File: config.mk
export PLATFORM = sky130hd
export DESIGN_NAME = dbank_useq
export DESIGN_NICKNAME = d
export VERILOG_FILES = /design/src/rtl/dbu_pkg.sv /design/src/rtl/dbu_rom.sv /design/src/rtl/dbu_banks.sv /design/src/rtl/dbu_alu.sv /design/src/rtl/dbank_useq.sv
export SDC_FILE = /design/constraint.sdc
export NUM_CORES = 1
export LEC_CHECK = 0
export ABC_CLOCK_PERIOD_IN_PS = 8900
export CORE_ASPECT_RATIO = 0.5
export CORE_MARGIN = 5
export CORE_UTILIZATION = 50
export CTS_CLUSTER_SIZE = 25
export DETAILED_ROUTE_END_ITERATION = 8
export GPL_ROUTABILITY_DRIVEN = 0
export PLACE_DENSITY_LB_ADDON = 0.15
export SETUP_SLACK_MARGIN = 0.15
export SYNTH_ARGS = -nofsm -noshare
export SYNTH_HDL_FRONTEND = slang
export SYNTH_SLANG_ARGS = --single-unit
File: constraint.sdc
create_clock -name clk -period 8.9 [get_ports clk]
set_input_delay 1.78 -clock clk [delete_from_list [all_inputs] [get_ports clk]]
set_output_delay 1.78 -clock clk [all_outputs]
set_load 0.05 [all_outputs]
File: src/rtl/dbu_pkg.sv
package dbu_pkg;

   typedef enum logic [3:0] {
      OP_HALT   = 4'd0,
      OP_MOVE   = 4'd1,
      OP_CMPZ   = 4'd2,
      OP_CALC   = 4'd3,
      OP_LOAD   = 4'd4,
      OP_STOR   = 4'd5,
      OP_CYCLE  = 4'd6,
      OP_IFEVEN = 4'd7,
      OP_IFODD  = 4'd8,
      OP_REPEAT = 4'd9
   } op_e;

   typedef enum logic [1:0] {
      M_ADD = 2'd0,
      M_SUB = 2'd1,
      M_MUL = 2'd2
   } math_e;

   typedef enum logic [1:0] {
      S_IDLE = 2'd0,
      S_RUN  = 2'd1,
      S_WAIT = 2'd2
   } seq_e;

   // loop counter width and flagged slot count
   localparam int CNTW   = 8;
   localparam int NFLAG  = 4;

   // slot roles used by the generated program
   localparam int SL_X    = 1;
   localparam int SL_ACC  = 2;
   localparam int SL_INV2 = 3;
   localparam int SL_INV3 = 4;
   localparam int SL_TMP  = 5;
   localparam int SL_SUM  = 6;
   localparam int SL_DIF  = 7;

endpackage

File: src/rtl/dbu_rom.sv
module dbu_rom
   import dbu_pkg::*;
#(
   parameter int W     = 16,
   parameter int P     = 65521,
   parameter int SW    = 3,
   parameter int DEPTH = 64
) (
   input  logic [$clog2(DEPTH)-1:0] addr,
   output logic [3*SW+7:0]          word
);

   localparam int IW = 3*SW + 8;

   typedef logic [IW-1:0] prog_t [DEPTH];

   function automatic logic [IW-1:0] enc(logic [3:0] op, logic [1:0] m,
                                         logic sb, int s1, int s2,
                                         logic db, int d);
      return {op, m, sb, SW'(s1), SW'(s2), db, SW'(d)};
   endfunction

   function automatic logic [IW-1:0] enc_cyc(int k);
      logic [IW-1:0] w;
      w = '0;
      w[IW-1 -: 4] = OP_CYCLE;
      w[CNTW-1:0]  = CNTW'(k);
      return w;
   endfunction

   // square-and-multiply on exponent P-3, squaring runs folded into loops
   function automatic prog_t build();
      prog_t         pg;
      int            n;
      int            pend;
      int            t;
      logic          b;
      logic          hit;
      logic [W-1:0]  e;
      for (int i = 0; i < DEPTH; i++) pg[i] = '0;
      n = 0;
      e = W'(P - 3);
      pg[n] = enc(OP_LOAD, M_ADD, 1'b0, 0, 0, 1'b0, SL_X);       n++;
      pg[n] = enc(OP_CMPZ, M_ADD, 1'b0, SL_X, 0, 1'b0, 0);       n++;
      pg[n] = enc(OP_MOVE, M_ADD, 1'b0, SL_X, 0, 1'b1, SL_X);    n++;
      pg[n] = enc(OP_MOVE, M_ADD, 1'b0, SL_X, 0, 1'b0, SL_ACC);  n++;
      b = 1'b0;
      t = W - 1;
      while (t > 0 && !e[t]) t--;
      pend = 0;
      for (int i = t - 1; i >= -1; i--) begin
         hit = (i < 0) ? 1'b1 : e[(i < 0) ? 0 : i];
         if (i >= 0) pend++;
         if (hit) begin
            if (pend == 1) begin
               pg[n] = enc(OP_CALC, M_MUL, b, SL_ACC, SL_ACC, !b, SL_ACC); n++;
               b = !b;
            end else if (pend >= 2) begin
               pg[n] = enc_cyc(pend);                                          n++;
               pg[n] = enc(OP_IFEVEN, M_MUL, b, SL_ACC, SL_ACC, !b, SL_ACC);  n++;
               pg[n] = enc(OP_IFODD, M_MUL, !b, SL_ACC, SL_ACC, b, SL_ACC);   n++;
               pg[n] = enc(OP_REPEAT, M_ADD, 1'b0, 0, 0, 1'b0, 0);           n++;
               if (pend % 2 == 1) b = !b;
            end
            pend = 0;
            if (i >= 0) begin
               pg[n] = enc(OP_CALC, M_MUL, b, SL_ACC, SL_X, !b, SL_ACC); n++;
               b = !b;
            end
         end
      end
      pg[n] = enc(OP_MOVE, M_ADD, b, SL_ACC, 0, 1'b1, SL_INV2);               n++;
      pg[n] = enc(OP_CALC, M_MUL, 1'b1, SL_INV2, SL_INV2, 1'b0, SL_TMP);      n++;
      pg[n] = enc(OP_CALC, M_MUL, 1'b0, SL_TMP, SL_X, 1'b1, SL_INV3);         n++;
      pg[n] = enc(OP_CALC, M_ADD, 1'b1, SL_INV2, SL_INV3, 1'b1, SL_SUM);      n++;
      pg[n] = enc(OP_CALC, M_SUB, 1'b1, SL_INV2, SL_INV3, 1'b1, SL_DIF);      n++;
      pg[n] = enc(OP_CMPZ, M_ADD, 1'b1, SL_INV2, 0, 1'b0, 0);                 n++;
      pg[n] = enc(OP_CMPZ, M_ADD, 1'b0, SL_TMP, 0, 1'b0, 0);                  n++;
      pg[n] = enc(OP_STOR, M_ADD, 1'b1, SL_INV2, 0, 1'b0, 0);                 n++;
      pg[n] = enc(OP_STOR, M_ADD, 1'b1, SL_INV3, 0, 1'b0, 0);                 n++;
      pg[n] = enc(OP_HALT, M_ADD, 1'b0, 0, 0, 1'b0, 0);
      return pg;
   endfunction

   localparam prog_t PROG = build();

   assign word = PROG[addr];

endmodule

File: src/rtl/dbu_banks.sv
module dbu_banks #(
   parameter int W     = 16,
   parameter int NSLOT = 8
) (
   input  logic                     clk,
   input  logic                     rst_n,
   input  logic                     we,
   input  logic                     wbank,
   input  logic [$clog2(NSLOT)-1:0] wslot,
   input  logic [W-1:0]             wdata,
   input  logic                     ra_bank,
   input  logic [$clog2(NSLOT)-1:0] ra_slot,
   input  logic                     rb_bank,
   input  logic [$clog2(NSLOT)-1:0] rb_slot,
   input  logic                     rc_bank,
   input  logic [$clog2(NSLOT)-1:0] rc_slot,
   output logic [W-1:0]             ra,
   output logic [W-1:0]             rb,
   output logic [W-1:0]             rc
);

   logic [W-1:0] ra_v [2];
   logic [W-1:0] rb_v [2];
   logic [W-1:0] rc_v [2];

   for (genvar bk = 0; bk < 2; bk++) begin : g_bank
      logic [W-1:0] slots [NSLOT];

      always_ff @(posedge clk or negedge rst_n) begin
         if (!rst_n) begin
            for (int i = 0; i < NSLOT; i++) slots[i] <= '0;
         end else if (we && (wbank == 1'(bk))) begin
            slots[wslot] <= wdata;
         end
      end

      assign ra_v[bk] = slots[ra_slot];
      assign rb_v[bk] = slots[rb_slot];
      assign rc_v[bk] = slots[rc_slot];
   end

   assign ra = ra_v[ra_bank];
   assign rb = rb_v[rb_bank];
   assign rc = rc_v[rc_bank];

endmodule

File: src/rtl/dbu_alu.sv
module dbu_alu
   import dbu_pkg::*;
#(
   parameter int W          = 16,
   parameter int P          = 65521,
   parameter bit SERIAL_MUL = 1'b1
) (
   input  logic         clk,
   input  logic         rst_n,
   input  logic         go,
   input  logic [1:0]   math,
   input  logic [W-1:0] a,
   input  logic [W-1:0] b,
   output logic         done,
   output logic [W-1:0] y
);

   localparam logic [W:0] PM = (W+1)'(P);

   function automatic logic [W-1:0] mod_add(logic [W-1:0] x, logic [W-1:0] z);
      logic [W:0] s;
      s = {1'b0, x} + {1'b0, z};
      if (s >= PM) s = s - PM;
      return s[W-1:0];
   endfunction

   function automatic logic [W-1:0] mod_sub(logic [W-1:0] x, logic [W-1:0] z);
      logic [W:0] s;
      if (x >= z) s = {1'b0, x} - {1'b0, z};
      else        s = {1'b0, x} + PM - {1'b0, z};
      return s[W-1:0];
   endfunction

   function automatic logic [W-1:0] addsub(logic [1:0] m, logic [W-1:0] x, logic [W-1:0] z);
      return (m == M_SUB) ? mod_sub(x, z) : mod_add(x, z);
   endfunction

   if (SERIAL_MUL) begin : g_serial
      localparam int CW = $clog2(W + 1);
      logic          m_busy;
      logic [CW-1:0] m_cnt;
      logic [W-1:0]  m_acc;
      logic [W-1:0]  m_a;
      logic [W-1:0]  m_b;
      logic [W-1:0]  step;

      always_comb begin
         step = mod_add(m_acc, m_acc);
         if (m_b[W-1]) step = mod_add(step, m_a);
      end

      always_ff @(posedge clk or negedge rst_n) begin
         if (!rst_n) begin
            m_busy <= 1'b0;
            m_cnt  <= '0;
            m_acc  <= '0;
            m_a    <= '0;
            m_b    <= '0;
            y      <= '0;
            done   <= 1'b0;
         end else begin
            done <= 1'b0;
            if (go && !m_busy) begin
               if (math == M_MUL) begin
                  m_busy <= 1'b1;
                  m_cnt  <= CW'(W);
                  m_acc  <= '0;
                  m_a    <= a;
                  m_b    <= b;
               end else begin
                  y    <= addsub(math, a, b);
                  done <= 1'b1;
               end
            end else if (m_busy) begin
               m_acc <= step;
               m_b   <= m_b << 1;
               m_cnt <= m_cnt - 1'b1;
               if (m_cnt == CW'(1)) begin
                  m_busy <= 1'b0;
                  y      <= step;
                  done   <= 1'b1;
               end
            end
         end
      end
   end else begin : g_flat
      logic [2*W-1:0] prod;
      logic [2*W-1:0] red;
      assign prod = {{W{1'b0}}, a} * {{W{1'b0}}, b};
      assign red  = prod % (2*W)'(P);

      always_ff @(posedge clk or negedge rst_n) begin
         if (!rst_n) begin
            y    <= '0;
            done <= 1'b0;
         end else begin
            done <= go;
            if (go) y <= (math == M_MUL) ? red[W-1:0] : addsub(math, a, b);
         end
      end
   end

   // every delivered result is fully reduced
   a_r6_alu_range: assert property (@(posedge clk) disable iff (!rst_n)
      done |-> (y < PM[W-1:0]));

endmodule

File: src/rtl/dbank_useq.sv
module dbank_useq
   import dbu_pkg::*;
#(
   parameter int W          = 16,
   parameter int P          = 65521,
   parameter int NSLOT      = 8,
   parameter int DEPTH      = 64,
   parameter bit SERIAL_MUL = 1'b1
) (
   input  logic                     clk,
   input  logic                     rst_n,
   input  logic                     start,
   input  logic [W-1:0]             ext_in,
   output logic                     busy,
   output logic                     done,
   output logic                     out_valid,
   output logic [W-1:0]             out_data,
   output logic [NFLAG-1:0]         zflags,
   input  logic                     host_we,
   input  logic                     host_bank,
   input  logic [$clog2(NSLOT)-1:0] host_slot,
   input  logic [W-1:0]             host_wdata,
   output logic [W-1:0]             host_rdata
);

   localparam int SW    = $clog2(NSLOT);
   localparam int PCW   = $clog2(DEPTH);
   localparam int IW    = 3*SW + 8;
   localparam int F_DB  = SW;
   localparam int F_S2  = SW + 1;
   localparam int F_S1  = 2*SW + 1;
   localparam int F_SB  = 3*SW + 1;
   localparam int F_M   = 3*SW + 2;
   localparam int F_OP  = 3*SW + 4;

   // elaboration-time parameter checks
   if (NSLOT < 8 || (1 << SW) != NSLOT) begin : g_bad_slots
      $error("NSLOT must be a power of two, at least 8");
   end
   if ((1 << PCW) != DEPTH || DEPTH < 16 + 3*W) begin : g_bad_depth
      $error("DEPTH must be a power of two holding the generated program");
   end
   if (P < 5 || P % 2 == 0 || P >= (1 << W)) begin : g_bad_mod
      $error("P must be an odd prime in 5 .. 2**W-1");
   end
   if (3*SW + 1 < CNTW || W > 64) begin : g_bad_width
      $error("word layout cannot hold the loop count");
   end

   seq_e             st;
   logic [PCW-1:0]   pc;
   logic [IW-1:0]    ir;
   op_e              op;
   logic [1:0]       math;
   logic             sbank;
   logic [SW-1:0]    s1;
   logic [SW-1:0]    s2;
   logic             dbank;
   logic [SW-1:0]    dslot;
   logic [CNTW-1:0]  cnt_f;
   logic [CNTW-1:0]  loop_n;
   logic [CNTW-1:0]  loop_pass;
   logic [PCW-1:0]   loop_top;
   logic             skip_q;
   logic             more_passes;
   logic [W-1:0]     rd_a;
   logic [W-1:0]     rd_b;
   logic             alu_go;
   logic             alu_done;
   logic [W-1:0]     alu_y;
   logic             seq_we;
   logic [W-1:0]     seq_wd;
   logic             bk_we;
   logic             bk_wbank;
   logic [SW-1:0]    bk_wslot;
   logic [W-1:0]     bk_wdata;

   dbu_rom #(.W(W), .P(P), .SW(SW), .DEPTH(DEPTH)) u_rom (
      .addr (pc),
      .word (ir)
   );

   assign op    = op_e'(ir[F_OP +: 4]);
   assign math  = ir[F_M +: 2];
   assign sbank = ir[F_SB];
   assign s1    = ir[F_S1 +: SW];
   assign s2    = ir[F_S2 +: SW];
   assign dbank = ir[F_DB];
   assign dslot = ir[SW-1:0];
   assign cnt_f = ir[CNTW-1:0];

   assign more_passes = ({1'b0, loop_pass} + 1'b1) < {1'b0, loop_n};

   // operand write path: sequencer while running, host while idle
   always_comb begin
      seq_we = 1'b0;
      seq_wd = rd_a;
      if (st == S_RUN) begin
         if (op == OP_MOVE) seq_we = 1'b1;
         if (op == OP_LOAD) begin
            seq_we = 1'b1;
            seq_wd = ext_in;
         end
      end else if (st == S_WAIT && alu_done) begin
         seq_we = 1'b1;
         seq_wd = alu_y;
      end
   end

   assign bk_we    = seq_we | ((st == S_IDLE) & host_we);
   assign bk_wbank = (st == S_IDLE) ? host_bank  : dbank;
   assign bk_wslot = (st == S_IDLE) ? host_slot  : dslot;
   assign bk_wdata = (st == S_IDLE) ? host_wdata : seq_wd;

   dbu_banks #(.W(W), .NSLOT(NSLOT)) u_banks (
      .clk     (clk),
      .rst_n   (rst_n),
      .we      (bk_we),
      .wbank   (bk_wbank),
      .wslot   (bk_wslot),
      .wdata   (bk_wdata),
      .ra_bank (sbank),
      .ra_slot (s1),
      .rb_bank (sbank),
      .rb_slot (s2),
      .rc_bank (host_bank),
      .rc_slot (host_slot),
      .ra      (rd_a),
      .rb      (rd_b),
      .rc      (host_rdata)
   );

   assign alu_go = (st == S_RUN) &&
                   ((op == OP_CALC) ||
                    (op == OP_IFEVEN && !loop_pass[0]) ||
                    (op == OP_IFODD  &&  loop_pass[0]));

   dbu_alu #(.W(W), .P(P), .SERIAL_MUL(SERIAL_MUL)) u_alu (
      .clk   (clk),
      .rst_n (rst_n),
      .go    (alu_go),
      .math  (math),
      .a     (rd_a),
      .b     (rd_b),
      .done  (alu_done),
      .y     (alu_y)
   );

   always_ff @(posedge clk or negedge rst_n) begin
      if (!rst_n) begin
         st        <= S_IDLE;
         pc        <= '0;
         loop_n    <= '0;
         loop_pass <= '0;
         loop_top  <= '0;
         skip_q    <= 1'b0;
         done      <= 1'b0;
         out_valid <= 1'b0;
         out_data  <= '0;
         zflags    <= '0;
      end else begin
         done      <= 1'b0;
         out_valid <= 1'b0;
         unique case (st)
            S_IDLE: begin
               if (start) begin
                  pc <= '0;
                  st <= S_RUN;
               end
            end
            S_RUN: begin
               pc <= pc + 1'b1;
               case (op)
                  OP_HALT: begin
                     pc   <= pc;
                     st   <= S_IDLE;
                     done <= 1'b1;
                  end
                  OP_CMPZ: begin
                     if (s1 < SW'(NFLAG)) zflags[s1[1:0]] <= (rd_a == '0);
                  end
                  OP_STOR: begin
                     out_valid <= 1'b1;
                     out_data  <= rd_a;
                  end
                  OP_CALC: begin
                     pc     <= pc;
                     skip_q <= 1'b0;
                     st     <= S_WAIT;
                  end
                  OP_IFEVEN: begin
                     if (!loop_pass[0]) begin
                        pc     <= pc;
                        skip_q <= 1'b1;
                        st     <= S_WAIT;
                     end
                  end
                  OP_IFODD: begin
                     if (loop_pass[0]) begin
                        pc     <= pc;
                        skip_q <= 1'b0;
                        st     <= S_WAIT;
                     end
                  end
                  OP_CYCLE: begin
                     loop_n    <= cnt_f;
                     loop_pass <= '0;
                     loop_top  <= pc + 1'b1;
                     if (cnt_f == '0) pc <= pc + PCW'(4);
                  end
                  OP_REPEAT: begin
                     if (more_passes) begin
                        loop_pass <= loop_pass + 1'b1;
                        pc        <= loop_top;
                     end
                  end
                  default: ;
               endcase
            end
            S_WAIT: begin
               if (alu_done) begin
                  pc <= pc + (skip_q ? PCW'(2) : PCW'(1));
                  st <= S_RUN;
               end
            end
            default: st <= S_IDLE;
         endcase
      end
   end

   assign busy = (st != S_IDLE);

   // completion is a single pulse seen with the engine idle
   a_r1_done_pulse: assert property (@(posedge clk) disable iff (!rst_n)
      done |=> !done);
   a_r1_done_idle: assert property (@(posedge clk) disable iff (!rst_n)
      done |-> !busy);
   // stores occur only inside a run
   a_r2_store_busy: assert property (@(posedge clk) disable iff (!rst_n)
      out_valid |-> busy);
   // the closing micro-op never sees a pass beyond the count
   a_r9_pass_bound: assert property (@(posedge clk) disable iff (!rst_n)
      (st == S_RUN && op == OP_REPEAT) |-> (loop_pass < loop_n));
   // flags move only while the program runs
   a_r7_flags_idle: assert property (@(posedge clk) disable iff (!rst_n)
      !busy |=> $stable(zflags));

endmodule

==> results of run 1 <==
-- worst max-delay path, stage by stage (launching register included) --
cell,delay [ps]
dfrtp_1,730
inv_2,210
ha_1,560
mux2_2,220
o211ai_1,80
a21oi_1,320
or2_2,710
buf_4,410
a311o_1,210
a21oi_1,70
a21oi_1,540
inv_1,140
ha_1,620
clkinv_1,360
ha_1,410
o21ai_0,120
a21oi_1,150
o211a_1,300
o41ai_1,490
a21oi_1,150
xnor2_1,180
mux2i_1,100
mux2i_1,160
a211o_1,270
-- cells by family (layout without fill, tap and decap cells) --
group | count (synthesis) | count (layout) | share of synthesized area, %
and+or+nand+nor | 876 | 876 | 15.1
AOI/OAI and AO/OA | 584 | 584 | 14.7
muxes | 451 | 451 | 24.3
DFF | 380 | 380 | 34.0
buffers and inverters | 294 | 300 | 4.58
adders and majority gates | 112 | 112 | 5.20
xor gates and xnor gates | 70 | 70 | 2.19
other | 0 | 2 | 0
-- sequential cells by signal, indices dropped and copies added (netlist names) --
| register | flops |
|---|---|
| out_data | 16 |
| loop_top | 6 |
| u_alu.y | 16 |
| u_banks.g_bank.slots | 256 |
| pc | 6 |
| loop_pass | 8 |
| st | 2 |
| out_valid | 1 |
| done | 1 |
| u_alu.g_serial.m_a | 16 |
| u_alu.g_serial.m_acc | 16 |
| skip_q | 1 |
| u_alu.g_serial.m_cnt | 5 |
| zflags | 4 |
| loop_n | 8 |
| u_alu.g_serial.m_busy | 1 |
| u_alu.done | 1 |
| u_alu.g_serial.m_b | 16 |
-- synth_stat cells (43+ instances only) --
library cell	count	share of area, %
a21oi_1	89	1.6
a22oi_1	53	1.4
a31oi_1	43	0.96
buf_2	58	1.0
clkbuf_1	87	1.2
dfrtp_1	380	34
ha_1	105	4.7
inv_1	101	1.4
mux2_2	260	10
mux4_2	149	12
nand2_1	372	5.0
nand3_1	110	2.0
nor2_1	130	1.7
o21ai_0	125	2.2
xnor2_1	50	1.6
-- through the flow --
step	cells	instance area [um^2]
after floorplan	2767	28000
after global placement	3462	29300
after detailed placement	3462	29300
after CTS	3528	30500
after global routing	3529	30500
final	3531	30500
-- path summary, 6_finish.rpt --
check                                                               end  slack [ps]  depth (start not counted)
worst max-delay path                            u_alu.y[15]$_DFFE_PN0P_        1230                         23
worst min-delay path                            out_data[8]$_DFFE_PN0P_         480                          2
worst max register to register                  u_alu.y[15]$_DFFE_PN0P_        1230                         23
worst min register to register                  out_data[8]$_DFFE_PN0P_         480                          2
max in group asynchronous            u_alu.g_serial.m_b[11]$_DFFE_PN0P_        6180                          2
min in group asynchronous       u_banks.g_bank[1].slots[47]$_DFFE_PN0P_        1250                          1
-- layout make-up --
class | instances | area, um^2 | area share (%)
timing repair buffer | 126 | 1160 | 3.79
tap | 756 | 946 | 3.10
clock inverter | 10 | 126 | 0.414
sequential | 380 | 9510 | 31.1
inverter | 108 | 405 | 1.33
antenna | 2 | 5.00 | 0.0164
multi-input combinational | 2093 | 17300 | 56.5
clock buffer | 56 | 1130 | 3.70
-- per-layer routing --
layer | part of all wire (%) | track usage, % | routed length, um | vias to the layer above
met5 | 0.015 | 0 | 13 | -
li1 | - | - | - | 10234
met4 | 2.7 | 7.51 | 2450 | 2
met1 | 44 | 42.2 | 38900 | 11585
met2 | 43 | 43.8 | 38800 | 1105
met3 | 10 | 7.75 | 9280 | 180
==> metrics.txt, run 1 <==
status=finished, final reports clean; Synth Warn #=0; post-cts resize count=0; commonest non-fill, non-tap cell in the layout=dfrtp_1; Initial Util=50.4%; RSZ-0062 raised after global routing=no; Core Box Area=0.0555 mm^2; setup_tns=0 ps; Via density=about 6.5; DRC violations left=0; Top FF cell, synth=dfrtp_1; grt ovf=0; WL final=89.4 mm; Setup crit end kind=flop; largest net degree at the start of global routing=162; DR WL/cell=25.3 um; chip width=344 um; initial antenna violation count=2; DP Worst Slack=approximately 1500 ps; WP data required=9330 ps; share of layout cells above drive strength 1=22.1%; post-CTS setup buffer count=0; Final Hold Fails=0; FMAX=approximately 130 MHz; hold buffers post-CTS=0; via count=23.1k; H-Tree Level Count=2; clk buf depth=3; critical path class=flop to flop; Setup Viol. Count Final=0; most frequent cells in the layout=dfrtp_1 (380), nand2_1 (372), mux2_2 (260); Pins Over Slew Limit=0; syn_nets=around 3k; Area Growth Syn to Fin=9.16%; drt first pass iters=6; Critical path origin=pc[0]$_DFFE_PN0P_; dpl hpwl=62.3 mm; I/O pin total=between 70 and 80; Synth Area per Inst=10.1 um^2; later-pin clock latency in the skew report=560 ps; EDFF count, synth=0; # port buffers=78; hold path start=out_data[8]$_DFFE_PN0P_; CTS Sinks=380; register area share after synthesis=34.0%; CP Launch Type=flop; R2R Path Start=pc[0]$_DFFE_PN0P_; Final WS setup=1230 ps; Worst-Margin Slew=1210 ps; asr flop ratio synth=100%; Root Driver=clkbuf_16; synth unique cells=101; HP Class=flop to flop; number of buffers created by CTS=39; final core utilization=between 50% and 60%; CTS tree=built; post-route antenna net violation count=0; filler instances=~4.9k; row count=61; clock period minus worst slack=about 7700 ps; Yosys reg bits=380; Gate Count Post-Synth=2,767; relative slew slack=around a fifth; max cap viols=0; vias in the first global route=22.2k; Die Ht=177 um; data arrival time of the worst path=around 8000 ps; hold slack=477 ps; number of DRC markers in iteration 0=~2.5k; Final #Nets=2,900; maximum fanout along the worst path=32; die area=0.0611 mm^2; ratio of final minimum period to clock period=86.2%; Worst-path clk slew=70 ps; Final Skew=23.9 ps; mapped cell area=0.0280 mm^2; global-route wire length before repair=138 mm; gr usage total=29.2%
Power of run 1 is not shown: default switching activity piles up to over one toggle a cycle in this logic, so the estimate is an artifact.
==> run 2, diff against run 1 <==
--- a/config.mk
+++ b/config.mk
@@ -8,7 +8,7 @@
 export ABC_CLOCK_PERIOD_IN_PS = 8900
 export CORE_ASPECT_RATIO = 0.5
 export CORE_MARGIN = 5
-export CORE_UTILIZATION = 50
+export CORE_UTILIZATION = 60
 export CTS_CLUSTER_SIZE = 25
 export DETAILED_ROUTE_END_ITERATION = 8
 export GPL_ROUTABILITY_DRIVEN = 0
==> constraint.sdc (replaced) <==
create_clock -name clk -period 8.9 [get_ports clk]
set_input_delay 1.78 -clock clk [delete_from_list [all_inputs] [get_ports clk]]
set_output_delay 1.78 -clock clk [all_outputs]
set_load 0.02 [all_outputs]
==> run 2 against run 1 <==
  * Clock skew is essentially flat
  * Register-to-register slack lost 230 ps
  * First-iteration DRC count grew 33%
  * Core utilization grew 12 points
  * Setup slack lost 230 ps
  * Maximum frequency shrank 2.9%
  * Via count grew 2.3%
  * Critical endpoint unchanged
  * Final cell count shrank 3.9%
==> metrics.txt, run 2 (same netlist as run 1, synthesis figures left out) <==
status=finished, final reports clean; Core Box Area=0.0456 mm^2; Final #Nets=2,892; commonest non-fill, non-tap cell in the layout=dfrtp_1; DP Worst Slack=1350 ps; via count=~24k; H-Tree Level Count=2; global-route wire length before repair=~140 mm; Root Driver=clkbuf_16; CP Launch Type=flop; Via density=6.96; multi-input combinational cell area=0.0173 mm^2; max FFs per register=256; data arrival time of the worst path=8360 ps; RSZ-0062 raised after global routing=no; post-route antenna net violation count=0; Hold Path Depth=2; dpl hpwl=between 50 and 60 mm; R2R cell count=20; # port buffers=78; drt first pass iters=6; share of layout cells above drive strength 1=22.1%; maximum fanout along the worst path=24; Antenna diodes=0; Setup Viol. Count Final=0; CTS Sinks=380; DR WL/cell=25.9 um; most frequent cells in the layout=dfrtp_1 (380), nand2_1 (372), mux2_2 (260); Initial Util=61.3%; Die Ht=163 um; grt ovf=0; Final WS setup=995 ps; largest net degree at the start of global routing=~150; relative slew slack=5.49%; critical path class=flop to flop; die area=0.0513 mm^2; post-CTS setup buffer count=0; Reg with most FFs=u_banks.g_bank.slots; I/O pin total=79; hold buffers post-CTS=0; fin cells=3,395; WP data required=around 9400 ps; FMAX=127 MHz; initial antenna violation count=2; Setup crit end kind=flop; register area=0.00951 mm^2; HP Class=flop to flop; clock period minus worst slack=7900 ps; Reg2Reg Setup Slack=1000 ps; Hold Path Sink=loop_top[4]$_DFFE_PN0P_; DRC violations left=0; reg2reg end=u_alu.y[15]$_DFFE_PN0P_; WL final=a little under 90 mm; CTS tree=built; number of DRC markers in iteration 0=3,276; filler instances=between 3k and 4k; max cap viols=0; later-pin clock latency in the skew report=580 ps; R2R Path Start=pc[0]$_DFFE_PN0P_; Worst-path clk slew=approximately 70 ps; Pins Over Slew Limit=0; vias in the first global route=~23k; number of buffers created by CTS=37; setup_tns=0 ps; Final Hold Fails=0; clk buf depth=3; post-cts resize count=0; Area Growth Syn to Fin=8.91%; hold path start=loop_top[4]$_DFFE_PN0P_; chip width=about 320 um; dpl cells=3,327; Worst-Margin Slew=1410 ps; row count=55; gr usage total=34.1%; ratio of final minimum period to clock period=approximately nine tenths; Final Skew=23.7 ps
## run 2: cell count changes in the layout (fill, tap and decap cells not counted), sizes merged
cell / previous run / this run
clkbuf: 56 / 42
clkinv: 8 / 17
diode: 2 / 0
buf: 52 / 46
bufinv: 2 / 9
inv: 105 / 104
## run 2: how the worst max path moves through the flow
stage / start / endpoint / slack [ps] / cells after the start
4_1_cts: pc[0]$_DFFE_PN0P_ / u_alu.y[15]$_DFFE_PN0P_ / 1290 / 20
3_3_place_gp: pc[3]$_DFFE_PN0P_ / u_alu.y[15]$_DFFE_PN0P_ / 1590 / 18
6_report: pc[0]$_DFFE_PN0P_ / u_alu.y[15]$_DFFE_PN0P_ / 1000 / 20
3_5_place_dp: pc[0]$_DFFE_PN0P_ / u_alu.y[15]$_DFFE_PN0P_ / 1350 / 20
2_1_floorplan: pc[1]$_DFFE_PN0P_ / u_alu.y[12]$_DFFE_PN0P_ / 3200 / 26
5_1_grt: pc[0]$_DFFE_PN0P_ / u_alu.y[7]$_DFFE_PN0P_ / 600 / 22
## run 2: layout make-up
class | count | share of cell area [%]
well taps | 627 | 2.58
flip-flops and latches | 380 | 31.2
repair buffers | 120 | 3.66
multi-input cells | 2093 | 56.6
clock inverters | 25 | 1.39
inverters | 108 | 1.33
clock buffers | 42 | 3.20
## run 2: routing by layer
layer | wire [um] | vias to the layer above | part of all wire, % | GRT usage (%)
li1 | - | 10226 | - | -
met1 | 36500 | 11863 | 41 | 49.5
met2 | 38900 | 1343 | 44 | 51.9
met3 | 10000 | 200 | 11 | 7.78
met4 | 2600 | 0 | 3.0 | 9.63
met5 | 0 | - | 0 | 0
## run 2: metrics by stage
stage	utilization [%]	hold slack, ps	area (um^2)
floorplan	-	441	28000
global placement	63.7	456	29100
detailed placement	63.7	464	29100
CTS	66.7	478	30500
global route	66.8	506	30500
finish	66.8	471	30500
## run 2: worst max-delay path, stage by stage (launching register included)
cell and delay, ps:
dfrtp_1 720, inv_2 210, ha_1 560, and3b_1 220
o21ai_0 90, a21o_2 430, nor2_1 1140, a22oi_1 270
nand2_1 300, inv_1 150, ha_1 250, fa_1 410
or3b_2 470, a211oi_1 520, a21oi_1 170, a211oi_1 320
o21ai_0 180, nand2_1 640, mux2i_1 310, mux2i_1 110
a211o_1 270
Power of run 2 is left out for the same reason.
==> run 3, diff against run 2 <==
--- a/config.mk
+++ b/config.mk
@@ -9,7 +9,6 @@
 export CORE_ASPECT_RATIO = 0.5
 export CORE_MARGIN = 5
 export CORE_UTILIZATION = 60
-export CTS_CLUSTER_SIZE = 25
 export DETAILED_ROUTE_END_ITERATION = 8
 export GPL_ROUTABILITY_DRIVEN = 0
 export PLACE_DENSITY_LB_ADDON = 0.15
==> results of run 3 <==
The final DEF is identical to that of run 2; final timing and power are the same.
Power of run 3 is left out for the same reason.
